`src/rtl/page_run_alloc_pkg.sv`:
```
package page_run_alloc_pkg;

  typedef enum logic [0:0] {SCAN_IDLE, SCAN_RUN} scan_st_e;

  // Alignment and segment containment of a candidate run; bpages is a power of two.
  function automatic logic run_geometry_ok(input int unsigned s, input int unsigned n,
                                           input int unsigned amask, input int unsigned bbase,
                                           input int unsigned bpages);
    int unsigned lo;
    int unsigned hi;
    lo = s + bbase;
    hi = lo + n - 1;
    return ((s & amask) == 0) && (n <= bpages) && (((lo ^ hi) & ~(bpages - 1)) == 0);
  endfunction

  function automatic logic size_legal(input int unsigned n, input int unsigned pages);
    return (n != 0) && (n <= pages);
  endfunction

endpackage

```
`src/rtl/page_run_map.sv`:
```
module page_run_map #(
  parameter int PAGES     = 64,
  parameter int RSV_PAGES = 32,
  parameter int IW        = 6,
  parameter int CW        = 7
) (
  input  logic          clk,
  input  logic          rst_n,
  input  logic          set_en,
  input  logic [CW-1:0] set_start,
  input  logic [CW-1:0] set_len,
  input  logic          clr_en,
  input  logic [CW-1:0] clr_start,
  input  logic [CW-1:0] clr_len,
  input  logic [IW-1:0] rd_idx,
  output logic          rd_used
);
  function automatic logic [PAGES-1:0] low_mask();
    logic [PAGES-1:0] m;
    for (int i = 0; i < PAGES; i++) m[i] = (i < RSV_PAGES);
    return m;
  endfunction

  localparam logic [PAGES-1:0] KEEP = low_mask();

  function automatic logic [PAGES-1:0] span(input logic [CW-1:0] st, input logic [CW-1:0] len);
    logic [PAGES-1:0] m;
    for (int i = 0; i < PAGES; i++) m[i] = (i >= int'(st)) && (i < int'(st) + int'(len));
    return m;
  endfunction

  logic [PAGES-1:0] used_q, used_d;

  always_comb begin
    used_d = used_q;
    if (set_en) used_d = used_d | span(set_start, set_len);
    if (clr_en) used_d = (used_d & ~span(clr_start, clr_len)) | KEEP;
  end

  always_ff @(posedge clk) begin
    if (!rst_n) used_q <= KEEP;
    else        used_q <= used_d;
  end

  assign rd_used = used_q[rd_idx];
endmodule

```
`src/rtl/page_run_flush.sv`:
```
module page_run_flush (
  input  logic clk,
  input  logic rst_n,
  input  logic set_need,
  input  logic go,
  input  logic ack,
  output logic need,
  output logic req
);
  always_ff @(posedge clk) begin
    if (!rst_n) begin
      need <= 1'b0;
      req  <= 1'b0;
    end else if (req && ack) begin
      req  <= 1'b0;
      need <= 1'b0;
    end else begin
      if (set_need)    need <= 1'b1;
      if (go && need)  req  <= 1'b1;
    end
  end
endmodule

```
`src/rtl/page_run_alloc.sv`:
```
module page_run_alloc #(
  parameter int PAGES     = 64,
  parameter int RSV_PAGES = 32,
  localparam int IW = $clog2(PAGES),
  localparam int CW = IW + 1
) (
  input  logic          clk,
  input  logic          rst_n,
  input  logic          full_flush_mode,
  input  logic          alloc_req,
  input  logic [CW-1:0] alloc_pages,
  input  logic [IW-1:0] align_mask,
  input  logic [IW-1:0] seg_base,
  input  logic [CW-1:0] seg_pages,
  input  logic          free_req,
  input  logic [IW-1:0] free_start,
  input  logic [CW-1:0] free_pages,
  input  logic          flush_cmd,
  input  logic          flush_ack,
  output logic          busy,
  output logic          done,
  output logic          ok,
  output logic [CW-1:0] run_start,
  output logic          flush_pending,
  output logic          flush_out
);
  import page_run_alloc_pkg::*;

  localparam logic [CW-1:0] FAIL_CODE = '1;
  localparam logic [CW:0]   PAGES_W   = (CW+1)'(PAGES);

  scan_st_e      st;
  logic [CW-1:0] cand, cnt, ptr_q;
  logic          second;
  logic [CW-1:0] n_q, bs_q;
  logic [IW-1:0] mask_q, bb_q;
  logic          mode_q;
  logic          done_q, ok_q;
  logic [CW-1:0] start_q;

  // Named events for the checker and the datapath
  logic          idle, accept_alloc, accept_free, flush_go;
  logic          end_over, geo_ok, rd_used;
  logic          ev_pass_fail, ev_skip, ev_hit, ev_found, wrap, set_need;
  logic [CW-1:0] probe;
  logic [CW:0]   next_end;

  assign idle         = (st == SCAN_IDLE) && !flush_out;
  assign accept_alloc = idle && alloc_req;
  assign accept_free  = idle && !alloc_req && free_req;
  assign flush_go     = idle && !alloc_req && !free_req && flush_cmd;

  assign end_over = (32'(cand) + 32'(n_q)) > 32'(PAGES);
  assign geo_ok   = run_geometry_ok(32'(cand), 32'(n_q), 32'(mask_q), 32'(bb_q), 32'(bs_q));
  assign probe    = cand + cnt;
  assign next_end = {1'b0, cand} + {1'b0, n_q};
  assign wrap     = next_end >= PAGES_W;

  assign ev_pass_fail = (st == SCAN_RUN) && end_over;
  assign ev_skip      = (st == SCAN_RUN) && !end_over && !geo_ok;
  assign ev_hit       = (st == SCAN_RUN) && !end_over && geo_ok && rd_used;
  assign ev_found     = (st == SCAN_RUN) && !end_over && geo_ok && !rd_used && (cnt == n_q - 1'b1);
  assign set_need     = (ev_pass_fail && !second) || (ev_found && (wrap || mode_q));

  page_run_map #(.PAGES(PAGES), .RSV_PAGES(RSV_PAGES), .IW(IW), .CW(CW)) u_map (
    .clk       (clk),
    .rst_n     (rst_n),
    .set_en    (ev_found),
    .set_start (cand),
    .set_len   (n_q),
    .clr_en    (accept_free),
    .clr_start ({1'b0, free_start}),
    .clr_len   (free_pages),
    .rd_idx    (probe[IW-1:0]),
    .rd_used   (rd_used)
  );

  page_run_flush u_flush (
    .clk      (clk),
    .rst_n    (rst_n),
    .set_need (set_need),
    .go       (flush_go),
    .ack      (flush_ack),
    .need     (flush_pending),
    .req      (flush_out)
  );

  always_ff @(posedge clk) begin
    if (!rst_n) begin
      st      <= SCAN_IDLE;
      cand    <= '0;
      cnt     <= '0;
      second  <= 1'b0;
      ptr_q   <= '0;
      n_q     <= '0;
      bs_q    <= '0;
      mask_q  <= '0;
      bb_q    <= '0;
      mode_q  <= 1'b0;
      done_q  <= 1'b0;
      ok_q    <= 1'b0;
      start_q <= '0;
    end else begin
      done_q <= 1'b0;
      if (accept_alloc) begin
        n_q    <= alloc_pages;
        mask_q <= align_mask;
        bb_q   <= seg_base;
        bs_q   <= seg_pages;
        mode_q <= full_flush_mode;
        if (!size_legal(32'(alloc_pages), 32'(PAGES))) begin
          done_q  <= 1'b1;
          ok_q    <= 1'b0;
          start_q <= FAIL_CODE;
        end else begin
          st     <= SCAN_RUN;
          cand   <= ptr_q;
          cnt    <= '0;
          second <= 1'b0;
        end
      end else if (accept_free) begin
        if ({1'b0, free_start} >= ptr_q) ptr_q <= {1'b0, free_start} + free_pages;
      end else if (st == SCAN_RUN) begin
        if (ev_pass_fail) begin
          if (second) begin
            st      <= SCAN_IDLE;
            done_q  <= 1'b1;
            ok_q    <= 1'b0;
            start_q <= FAIL_CODE;
          end else begin
            second <= 1'b1;
            cand   <= '0;
            cnt    <= '0;
          end
        end else if (ev_skip) begin
          cand <= cand + 1'b1;
          cnt  <= '0;
        end else if (ev_hit) begin
          cand <= probe + 1'b1;
          cnt  <= '0;
        end else if (ev_found) begin
          st      <= SCAN_IDLE;
          done_q  <= 1'b1;
          ok_q    <= 1'b1;
          start_q <= cand;
          ptr_q   <= wrap ? '0 : next_end[CW-1:0];
        end else begin
          cnt <= cnt + 1'b1;
        end
      end
    end
  end

  assign busy      = (st == SCAN_RUN) || flush_out;
  assign done      = done_q;
  assign ok        = ok_q;
  assign run_start = start_q;
endmodule

```
`config.mk`:
```
export PLATFORM = sky130hd
export DESIGN_NAME = page_run_alloc
export DESIGN_NICKNAME = d
export VERILOG_FILES = /design/src/rtl/page_run_alloc_pkg.sv /design/src/rtl/page_run_map.sv /design/src/rtl/page_run_flush.sv /design/src/rtl/page_run_alloc.sv
export SDC_FILE = /design/constraint.sdc
export NUM_CORES = 1
export LEC_CHECK = 0
export ABC_AREA = 1
export BUFFER_PORTS_ARGS = -buffer_cell sky130_fd_sc_hd__buf_2
export CORE_ASPECT_RATIO = 1.4
export CORE_MARGIN = 4
export CORE_UTILIZATION = 50
export DETAILED_ROUTE_END_ITERATION = 6
export PLACE_DENSITY = 0.68
export RECOVER_POWER = 50
export SLEW_MARGIN = 5
export SYNTH_ARGS = -nofsm -noshare
export SYNTH_HDL_FRONTEND = slang
export SYNTH_SLANG_ARGS = --single-unit
export TNS_END_PERCENT = 10
```
`constraint.sdc`:
```
create_clock -name clk -period 11.3 [get_ports clk]
set_clock_uncertainty 0.2 [all_clocks]
set_input_delay 0.565 -clock clk [delete_from_list [all_inputs] [get_ports clk]]
set_output_delay 0.565 -clock clk [all_outputs]
set_load 0.01 [all_outputs]
```
==> metrics <==
GRT Overall Usage 0.314; TritonCTS buffer count 17; Syn Nets 1648; Yosys warnings 0; hold endpoint bb_q[1]$_SDFFE_PN0P_; Comb power frac 0.457; antenna violations before repair 0; ys flop type dfxtp_1; Netlist cell types 51; via count 10600; P&R area growth vs syn 10.0%; commonest cells after routing, fill and taps aside nand2_1 (285), inv_1 (220), nor2_1 (193); final slew viol count 115; failing checks design-rule violations, max-capacitance violations, max-slew violations; Port Buffer Count 57; Reg2Reg Capture Point u_map.used_q[57]$_SDFF_PN0_; status finished, violations left; Post-DP Area 10100 µm²; vias in the first global route 10300; WP data required about 11000 ps; layout cells sized above 1 0.0743; WS Path Type register to register; Die W ~130 µm; drt first pass iters 7; 1st-iter DRT viols approximately 1100; post-CTS setup buffers 0; post_cts resized 0; internal power 0.00105 W; most common cell after layout, fill and taps aside nand2_1; Netlist Area Pre-Place around 9700 µm²; Clock Path Buffers 2; Yosys reg bits 125; register area share after synthesis 0.259; die area 21700 µm²; CP endpoint kind register; Slew HR -1.12; syn_area_per_cell 6.28 µm²; H-tree Lvls 4; layout net count 1684; stages on the worst setup path 25; flop2flop setup slack between 4000 and 5000 ps; pwr dens roughly 180 nW/µm²; Mapped Cells between 1500 and 2000; DRT antenna net count 0; Critical R2R Launch cand[0]$_SDFFE_PN0P_; slowest stage cell, crit path nand4_1; startpoint types register; Psw ~0.00085 W; ant diodes 0; RSZ-0062 raised after global routing false; global-route wire length before repair roughly 54000 µm; number of synthesized flops with an enable pin 0; hold_sp seg_base[1]; largest net degree at the start of global routing 80; setup tns final 0 ps; Crit path arrival time 6930 ps; row count around 60; setup ws final 4520 ps; sw frac 0.447; post-route cell area 10600 µm²; GPL Wtd Cong 1.00; Clock Pin Slew Worst Setup and Hold Paths 60 ps; clock latency at the later pin of the worst-skew pair 440 ps; worst-margin pin slew 3180 ps; VDD IR max approximately 120 µV; period utilization 0.600; max incr delay on CP 1250 ps; chip height 173 µm; sequential share of power 0.256; clock power share 0.287; DR DRC count 1; root buffer cell clkbuf_16; IO Count between 50 and 60; fmax 0.148 GHz; CP max FO 34; kind of cell adding the most delay to the critical path simple AND/OR/NAND/NOR gates; Hold Buf Count CTS 0; Starting Density 0.514; core region area 18800 µm²; min Tclk post-route 6780 ps; final setup violation count 0; ys async rst share 0; CP bufs+invs 2; Hold Crit Class input port to register; DR WL/cell between 15 and 20 µm; clock sink count 125; grt ovf 0; dpl ws about 5900 ps; Static Leak 5.11 nW; Hold Crit Depth 3; Max Cap Violations 2; Via density 5.80; Reg2Reg Depth 25; detailed placement HPWL around 26000 µm; final hold violations 0; WL final 34300 µm; CTS tree yes
-- worst reg2reg max path, delay by kind of cell (launching register included) --
family | cells | cell delay, ps
buffers and inverters | 2 | 1170
AOI/OAI and AO/OA | 3 | 540
DFF | 1 | 440
and+or+nand+nor | 16 | 3060
adders and majority gates | 4 | 1300
-- cell type report --
cell class | instances | area (µm²)
Clock buffer | 20 | 457
Fill cell | 1971 | 8180
Multi-Input combinational cell | 1129 | 6030
Inverter | 236 | 888
Clock inverter | 10 | 118
Timing Repair Buffer | 68 | 349
Tap cell | 244 | 305
Sequential cell | 125 | 2500
-- kinds of logic (layout without fill, tap and decap cells) --
family	count (synthesis)	in the layout	share of synthesized area
adders and majority gates	61	61	0.0827
buffers and inverters	287	334	0.116
xor gates and xnor gates	27	27	0.0272
DFF	125	125	0.259
and+or+nand+nor	638	638	0.281
AOI/OAI and AO/OA	403	403	0.235
-- power by group through the flow --
stage | combinational, W | clock, W | sequential (W)
floorplan | 0.000610 | 0 | 0.000486
finish | 0.000868 | 0.000545 | 0.000486
global placement | 0.000846 | 0 | 0.000494
detailed placement | 0.000845 | 0 | 0.000495
global route | 0.000963 | 0.000566 | 0.000488
CTS | 0.000853 | 0.000548 | 0.000485
-- stage by stage --
| step | util | total power [W] | hold WS, ps | std cells |
|---|---|---|---|---|
| finish | 0.566 | 0.00190 | 184 | 1832 |
| global route | 0.566 | 0.00202 | 217 | 1832 |
| CTS | 0.568 | 0.00189 | 179 | 1832 |
| detailed placement | 0.537 | 0.00134 | 236 | 1802 |
| global placement | 0.537 | 0.00134 | 227 | 1802 |
| floorplan | - | 0.00110 | 213 | 1541 |
-- worst max-delay path by stage --
stage,from,end,slack (ps)
6_report,cand[0]$_SDFFE_PN0P_,u_map.used_q[57]$_SDFF_PN0_,4520
5_1_grt,cand[0]$_SDFFE_PN0P_,u_map.used_q[48]$_SDFF_PN0_,3910
4_1_cts,cand[0]$_SDFFE_PN0P_,u_map.used_q[57]$_SDFF_PN0_,5860
3_5_place_dp,cand[0]$_SDFFE_PN0P_,u_map.used_q[57]$_SDFF_PN0_,5890
3_3_place_gp,cand[0]$_SDFFE_PN0P_,u_map.used_q[62]$_SDFF_PN0_,6020
2_1_floorplan,cand[0]$_SDFFE_PN0P_,cand[2]$_SDFFE_PN0P_,7240
-- Yosys cell counts (12+ instances only) --
cell	n	area, µm²
nor2_1	192	721
xor2_1	20	175
nand4_1	13	81.3
inv_2	13	48.8
nand3_1	98	490
a31oi_1	14	87.6
ha_1	56	701
dfxtp_1	125	2500
o21ai_0	156	781
o211ai_1	30	225
nor3_1	12	60.1
inv_1	219	822
clkbuf_1	30	113
buf_2	13	65.1
nand2_1	284	1070
a21oi_1	144	721
-- metal layers --
layer | vias up | global-route usage | wire (µm)
met5 | - | 0 | 0
met3 | 135 | 0.0420 | 2120
li1 | 5191 | - | -
met1 | 4849 | 0.359 | 13000
met4 | 0 | 0.170 | 1870
met2 | 458 | 0.560 | 17300
Power figures use the tool's default switching activity.
